--- src/rtl/msq_pkg.sv ---
package msq_pkg;
    localparam int INSTR_W = 32;
    localparam int IMM_W   = 18;

    localparam logic [2:0] OP_INVALID = 3'd6;
    localparam logic [2:0] OP_JUMP    = 3'd7;

    typedef enum logic [2:0] {
        ST_IDLE,
        ST_FETCH,
        ST_EXEC,
        ST_FINISH,
        ST_FAULT
    } seq_state_t;

    typedef struct packed {
        logic              is_jump;
        logic              is_invalid;
        logic              test_nonzero;
        logic              skip_slot;
        logic              exit_mark;
        logic [IMM_W-1:0]  offset;
    } ctl_word_t;
endpackage

--- src/rtl/msq_decode.sv ---
module msq_decode
    import msq_pkg::*;
(
    input  logic [INSTR_W-1:0] word,
    output ctl_word_t          ctl
);
    always_comb begin
        ctl.is_jump      = (word[2:0] == OP_JUMP);
        ctl.is_invalid   = (word[2:0] == OP_INVALID);
        ctl.test_nonzero = word[4];
        ctl.skip_slot    = word[5];
        ctl.exit_mark    = word[7];
        ctl.offset       = word[31:14];
    end
endmodule

--- src/rtl/msq_branch.sv ---
module msq_branch
    import msq_pkg::*;
#(
    parameter int AW = 6,
    parameter int RW = 32
) (
    input  ctl_word_t       ctl,
    input  logic [RW-1:0]   reg_val,
    input  logic [AW-1:0]   pc,
    output logic            taken,
    output logic [AW-1:0]   target
);
    logic [31:0] offset_ext;
    logic        is_zero;

    always_comb begin
        offset_ext = 32'($signed(ctl.offset));
        is_zero    = (reg_val == '0);
        taken      = ctl.is_jump && (ctl.test_nonzero ? !is_zero : is_zero);
        target     = pc + offset_ext[AW-1:0];
    end
endmodule

--- src/rtl/msq_addr.sv ---
module msq_addr #(
    parameter int DEPTH = 64,
    parameter int AW    = 6
) (
    input  logic [AW-1:0] base,
    input  logic [AW-1:0] pc,
    output logic [AW-1:0] addr,
    output logic          in_range
);
    logic [AW:0] sum;

    always_comb begin
        sum      = {1'b0, base} + {1'b0, pc};
        addr     = sum[AW-1:0];
        in_range = (sum < (AW+1)'(DEPTH));
    end
endmodule

--- src/rtl/macro_seq.sv ---
module macro_seq
    import msq_pkg::*;
#(
    parameter int DEPTH = 64,
    parameter int RW    = 32,
    localparam int AW   = (DEPTH > 1) ? $clog2(DEPTH) : 1
) (
    input  logic               clk,
    input  logic               rst_n,
    input  logic               start,
    input  logic [AW-1:0]      start_base,
    input  logic [RW-1:0]      reg_val,
    input  logic [INSTR_W-1:0] mem_data,
    output logic               mem_rd,
    output logic [AW-1:0]      mem_addr,
    output logic               exec_valid,
    output logic               busy,
    output logic               done,
    output logic               error
);
    seq_state_t    state_q, state_d;
    logic [AW-1:0] pc_q, pc_d, base_q, base_d, tgt_q, tgt_d;
    logic          slot_q, slot_d, redir_q, redir_d, exit_q, exit_d;

    ctl_word_t     ctl;
    logic          taken;
    logic [AW-1:0] target;
    logic          in_range;
    logic [AW-1:0] pc_inc;

    msq_decode u_dec (.word(mem_data), .ctl(ctl));

    msq_branch #(.AW(AW), .RW(RW)) u_br (
        .ctl(ctl), .reg_val(reg_val), .pc(pc_q), .taken(taken), .target(target)
    );

    msq_addr #(.DEPTH(DEPTH), .AW(AW)) u_addr (
        .base(base_q), .pc(pc_q), .addr(mem_addr), .in_range(in_range)
    );

    assign pc_inc = pc_q + AW'(1);

    // state register
    always_ff @(posedge clk or negedge rst_n) begin
        if (!rst_n) begin
            state_q <= ST_IDLE;
            pc_q    <= '0;
            base_q  <= '0;
            tgt_q   <= '0;
            slot_q  <= 1'b0;
            redir_q <= 1'b0;
            exit_q  <= 1'b0;
        end else begin
            state_q <= state_d;
            pc_q    <= pc_d;
            base_q  <= base_d;
            tgt_q   <= tgt_d;
            slot_q  <= slot_d;
            redir_q <= redir_d;
            exit_q  <= exit_d;
        end
    end

    // next state
    always_comb begin
        state_d = state_q;
        pc_d    = pc_q;
        base_d  = base_q;
        tgt_d   = tgt_q;
        slot_d  = slot_q;
        redir_d = redir_q;
        exit_d  = exit_q;
        unique case (state_q)
            ST_IDLE, ST_FAULT: begin
                if (start) begin
                    state_d = ST_FETCH;
                    base_d  = start_base;
                    pc_d    = '0;
                    slot_d  = 1'b0;
                    redir_d = 1'b0;
                    exit_d  = 1'b0;
                end
            end
            ST_FETCH: begin
                state_d = in_range ? ST_EXEC : ST_FAULT;
            end
            ST_EXEC: begin
                if (ctl.is_invalid || (ctl.is_jump && slot_q)) begin
                    state_d = ST_FAULT;
                end else if (taken && ctl.skip_slot) begin
                    pc_d    = target;
                    state_d = ST_FETCH;
                end else if (taken) begin
                    pc_d    = pc_inc;
                    slot_d  = 1'b1;
                    redir_d = 1'b1;
                    tgt_d   = target;
                    state_d = ST_FETCH;
                end else if (slot_q) begin
                    slot_d  = 1'b0;
                    redir_d = 1'b0;
                    exit_d  = 1'b0;
                    if (exit_q) begin
                        state_d = ST_FINISH;
                    end else begin
                        pc_d    = redir_q ? tgt_q : pc_inc;
                        state_d = ST_FETCH;
                    end
                end else if (ctl.exit_mark) begin
                    pc_d    = pc_inc;
                    slot_d  = 1'b1;
                    exit_d  = 1'b1;
                    state_d = ST_FETCH;
                end else begin
                    pc_d    = pc_inc;
                    state_d = ST_FETCH;
                end
            end
            ST_FINISH: state_d = ST_IDLE;
            default:   state_d = ST_IDLE;
        endcase
    end

    // outputs
    always_comb begin
        busy       = (state_q == ST_FETCH) || (state_q == ST_EXEC);
        mem_rd     = (state_q == ST_FETCH) && in_range;
        exec_valid = (state_q == ST_EXEC) && !ctl.is_jump && !ctl.is_invalid;
        done       = (state_q == ST_FINISH);
        error      = (state_q == ST_FAULT);
    end
endmodule

--- config.mk ---
export PLATFORM = sky130hd
export DESIGN_NAME = macro_seq
export DESIGN_NICKNAME = d
export VERILOG_FILES = /design/src/rtl/msq_pkg.sv /design/src/rtl/msq_decode.sv /design/src/rtl/msq_branch.sv /design/src/rtl/msq_addr.sv /design/src/rtl/macro_seq.sv
export SDC_FILE = /design/constraint.sdc
export NUM_CORES = 1
export LEC_CHECK = 0
export ABC_CLOCK_PERIOD_IN_PS = 6200
export BUFFER_PORTS_ARGS = -buffer_cell sky130_fd_sc_hd__buf_4
export CAP_MARGIN = 20
export CORE_ASPECT_RATIO = 0.9
export CORE_UTILIZATION = 50
export DETAILED_ROUTE_END_ITERATION = 8
export GPL_TIMING_DRIVEN = 1
export PLACE_DENSITY = 0.85
export SLEW_MARGIN = 15
export SYNTH_ARGS = -nofsm -noshare
export SYNTH_HDL_FRONTEND = slang
export SYNTH_SLANG_ARGS = --single-unit
--- constraint.sdc ---
create_clock -name clk -period 6.2 [get_ports clk]
set_input_delay 0.93 -clock clk [delete_from_list [all_inputs] [get_ports clk]]
set_output_delay 0.93 -clock clk [all_outputs]
set_load 0.1 [all_outputs]
# Word-level counts from Yosys, hierarchy flattened
# Cells that the tools add are included.
totals:
  regBits: 24
  in_bits: 73
  elab_cells: 82
classes:
  n_addsub: 3
  order_cmp: 1
  n_eq_ne: 13
  n_mux: 35
  n_bitwise: 2
  n_reduce_logical: 21
op_table:
  columns: ["op", "count"]
  rows:
  - ["6-bit two-way mux", 7]
  - ["32-bit zero test", 1]
  - ["3-bit two-way mux", 6]
  - ["1-bit two-way mux", 16]
  - ["6-bit one-hot mux with 2 select lines", 1]
  - ["4-bit AND reduction", 3]
  - ["3-bit == test, second input constant", 3]
  - ["3-bit one-hot mux with 3 select lines", 1]
  - ["2-bit != test, second input constant", 4]
  - ["6-bit by 6-bit adder with 7-bit output", 1]
  - ["7-bit less-than comparator, second input constant", 1]
  - ["6-bit by 1-bit adder with 6-bit output, second input constant", 1]
  - ["6-bit adder", 1]
  - ["3-bit by 2-bit == test with 1-bit output, second input constant", 2]
  - ["1-bit logical AND", 6]
  - ["3-bit != test, second input constant", 2]
  - ["1-bit one-hot mux with 2 select lines", 3]
  - ["6-bit AND reduction", 1]
  - ["5-bit != test, second input constant", 1]
  - ["5-bit AND reduction", 1]
  - ["3-bit by 1-bit == test with 1-bit output, second input constant", 1]
  - ["1-bit zero test", 3]
  - ["3-bit zero test", 1]
  - ["1-bit logical OR", 2]
  - ["5 further kinds", 6]

# Longest topological paths before layout
logic_depth:
  depth_word: 8
  depth_mapped: 9
  mapped_depth_nobuf: 9

# Cells and area by module
# Synthesis repeated with hierarchy kept, for this count alone.
unflattened:
  hier_cells: 195
  hier_area_um2: 1959.4
modules_own_cells:
  columns: ["module", "instances", "cells_each", "area_each_um2"]
  rows:
  - ["macro_seq", 1, 110, 1280.0]
  - ["msq_branch", 1, 34, 265.3]
  - ["msq_addr", 1, 28, 240.2]
  - ["msq_decode", 1, 23, 173.9]

# Worst setup path after synthesis
# Ideal clock, no wire load.
synth_timing:
  path_type: "reg-to-output"
  startpoint: "register pc_q[0]"
  endpoint: "output mem_rd"
  t_arrival_ns: 2.756
  t_required_ns: 5.270
  path_slack_ns: 2.514
  stages_incl_launch_ff: 10
  n_path_buf: 0
  cell_sequence: "dfrtp_1 ha_1 inv_1 fa_1 inv_1 a21oi_1 o21bai_1 a21o_1 a21o_1 nor2_1"
synth_between:
  elab_chain_len: 3
synth_lines:
  columns: ["item", "line_no", "rtl"]
  rows:
  - ["start, declared", "macro_seq.sv:22", "logic [AW-1:0] pc_q, pc_d, base_q, base_d, tgt_q, tgt_d;"]
  - ["start signal, assigned", "macro_seq.sv:55", "pc_q <= pc_d;"]
  - ["6-bit by 6-bit adder with 7-bit output", "msq_addr.sv:13", "sum = {1'b0, base} + {1'b0, pc};"]
  - ["7-bit less-than comparator", "msq_addr.sv:15", "in_range = (sum < (AW+1)'(DEPTH));"]
  - ["1-bit logical AND", "macro_seq.sv:127", "mem_rd = (state_q == ST_FETCH) && in_range;"]
  - ["end, declared", "macro_seq.sv:14", "output logic mem_rd,"]
# No other way between the ends.

# Final worst setup path
# Ends and elaborated chain as after synthesis.

==> summary.md <==
| Metric | Value |
|---|---|
| Max rail drop VDD | approximately 700 uV |
| Pwr Density | 564.5 nW/um2 |
| Area of the core | about 3400 um2 |
| Min cycle time layout | ~3.3 ns |
| Starting Density | a little over half |
| Resized cells post-CTS | 0 |
| Root buf cell | clkbuf_8 |
| WP data required | 5.27 ns |
| Main flop type after synthesis | dfrtp_1 |
| Vias in the first global route | between 1500 and 2000 |
| GRT Total Usage | roughly 23% |
| Nets | ~320 |
| Via density | 5.604 |
| Area delta synth->final | 30.49% |
| CTS tree | done |
| Status | complete, no violations |
| Commonest cells after routing, fill and taps aside | 63 x buf_4, 24 x dfrtp_1, 13 x a21oi_1, 12 x ha_1 |
| Cells after Synth | roughly 170 |
| Clk pwr share | 6.9% |
| Combinational Power Share | 72.6% |
| Worst-Margin Slew | 0.7711 ns |
| Fillcell total | around 280 |
| Synth warn | 0 |
| First-pass GRT wire length | roughly 6.8 mm |
| Row count | 20 |
| Sw frac | between 50% and 60% |
| Setup Fix Bufs, Post-CTS | 0 |
| Initial antenna violation count | 0 |
| DRT iter0 DRCs | 54 |
| Register area | between 600 and 700 um2 |
| Die width | between 60 and 70 um |
| Crit. End Element | primary output |
| Largest net degree at the start of global routing | 25 |
| Antenna Nets Post-Route | 0 |
| RSZ-0062 raised after global routing | false |
| Routed len/inst | between 10 and 15 um |
| # setup viols final | 0 |
| H-Tree Depth | 1 |
| Hold buffers post-CTS | 0 |
| Fin Setup TNS | 0 ns |
| Critical Path Start Type | register |
| Num CTS Buffers | 3 |
| Final period utilization | around 53% |
| Final Hold Viols | 0 |
| Worst EP arrival | 2.36 ns |
| GR Overflow Total | 0 |
| DR pass1 iterations | 4 |
| Slew Limit Fails | 0 |
| Slew headroom | about half |
| Int Pwr | between 0.0005 and 0.0006 W |
| Static Leakage | around 1.2 nW |
| CP Class | reg -> out |
| Share of cells above drive strength 1 | approximately 37% |
| Max-cap viol count | 0 |
| DIE AREA | about 3800 um2 |
| Flop pwr share | 20.6% |
| Dpl hpwl | ~3.3 mm |
| Commonest non-fill, non-tap cell in the layout | buf_4 |
| Critical-path maximum fanout | 6 |
| Boundary Pins | 84 |
| Fmax | 303.8 MHz |
| GPL Wtd Cong | 0.8115 |
| Hold WC Path Type | reg -> reg |
| Drt drc | 0 |
| Synth Cell Area | about 1800 um2 |
| Clock transition at the registers of the reported paths | ~0.08 ns |
| Via count | between 1500 and 2000 |
| Sink Count | 24 |
| CTS Buffer Depth | 2 |
| Syn Nets | ~260 |
| Diode count | 0 |
| I/O Buffers | 63 |
| Cell variety after synth | 40 |
| Net switching power | 0.0007857 W |
| Total Routed Length | ~4.0 mm |
| Power Total | approximately 0.0013 W |
| Worst Skew | 0.001141 ns |
| Area of the multi-input gates | 1131 um2 |
| Async set-reset flop share out of synthesis | between 90% and 100% |
| Mean Syn Cell Area | roughly 10 um2 |
| Die Span Y | 58.75 um |
| Clock latency on the worst-skew pair | 0.26 ns |
| #FFs+latches synth | 24 |
| Post-synth EDFFs | 0 |
| Post-synthesis sequential area ratio | around a third |
[critical path: stages (launching register included)]
cell and delay (ns):
dfrtp_1 0.45, ha_1 0.25, inv_1 0.08, fa_1 0.20
inv_1 0.05, a21oi_1 0.15, o21bai_1 0.12, a21o_1 0.20
a21o_1 0.20, nor2_1 0.12, buf_4 0.30
[cell families (layout without fill, tap and decap cells)]
kind of cell,after synthesis,count (layout),share of synthesized area (%)
flip-flops,24,24,33.57
XOR/XNOR,14,14,6.853
adder cells (fa/ha/maj),14,14,10.63
AO/OA/AOI/OAI,45,45,16.92
AND/OR/NAND/NOR,42,42,15.45
multiplexers,20,20,13.36
buffers and inverters,13,75,3.216
[per-stage QoR]
step	cells	worst slack, ns	area (um2)	util [%]	hold WS (ns)
floorplan	172	2.514	1789	-	0.4812
global placement	275	3.106	2293	67.39	0.4936
detailed placement	275	3.088	2293	67.39	0.4956
CTS	278	2.893	2335	68.60	0.5223
global route	278	2.806	2335	68.60	0.5386
finish	278	2.909	2335	68.60	0.5160
[path summary, 6_finish.rpt]
kind | slack (ns) | end | depth (start not counted) | from
setup / recovery | 2.91 | mem_rd | 10 | pc_q[0]
hold / removal | 0.52 | base_q[2] | 1 | base_q[2]
setup reg to reg | 3.67 | pc_q[2] | 6 | state_q[0]
hold reg to reg | 0.52 | base_q[2] | 1 | base_q[2]
max in group asynchronous | 5.42 | base_q[5] | 1 | rst_n
min in group asynchronous | 0.55 | pc_q[1] | 1 | rst_n
[per-layer routing]
metal / vias to the layer above / global-route usage (%) / wire length (um)
met5: - / 0 / 0
met4: 0 / 6.211 / 48
met3: 6 / 4.651 / 131
met2: 33 / 39.73 / 2038
met1: 750 / 28.43 / 1778
li1: 769 / - / -
[synthesized netlist by cell type, types with 3 or more instances]
cell | n | area share, %
mux2_4 | 6 | 5.0
a32oi_1 | 4 | 2.0
ha_1 | 12 | 8.4
o21ai_0 | 9 | 2.5
o31ai_1 | 3 | 1.3
o21bai_1 | 4 | 1.7
inv_1 | 9 | 1.9
and3b_1 | 3 | 1.5
a21oi_1 | 13 | 3.6
xor2_1 | 5 | 2.4
nand2_1 | 6 | 1.3
mux2_2 | 7 | 4.4
nor4_1 | 7 | 2.4
dfrtp_1 | 24 | 34
nand3_1 | 5 | 1.4
xnor2_1 | 9 | 4.4
nor2_1 | 5 | 1.0
a21o_1 | 5 | 2.1
mux2i_1 | 7 | 3.9
[power groups by stage]
stage	Sequential [W]	Clock, W	Combinational [W]
floorplan	0.000256	0	0.000776
global placement	0.000270	0	0.000932
detailed placement	0.000273	0	0.000953
CTS	0.000271	0.0000907	0.000957
global route	0.000280	0.0000979	0.00101
finish	0.000271	0.0000903	0.000957
[registers in the layout (all words and copies together), names as in the netlist]
signal,flops
slot_q,1
base_q,6
state_q,3
pc_q,6
tgt_q,6
redir_q,1
exit_q,1
[cell type report]
type	count	area share [%]
Timing Repair Buffer	63	20.26
Tap cell	44	2.358
Sequential cell	24	25.72
Clock buffer	3	1.768
Inverter	9	1.447
Multi-Input combinational cell	135	48.45
No activity file was read; power rests on OpenSTA's default activity.
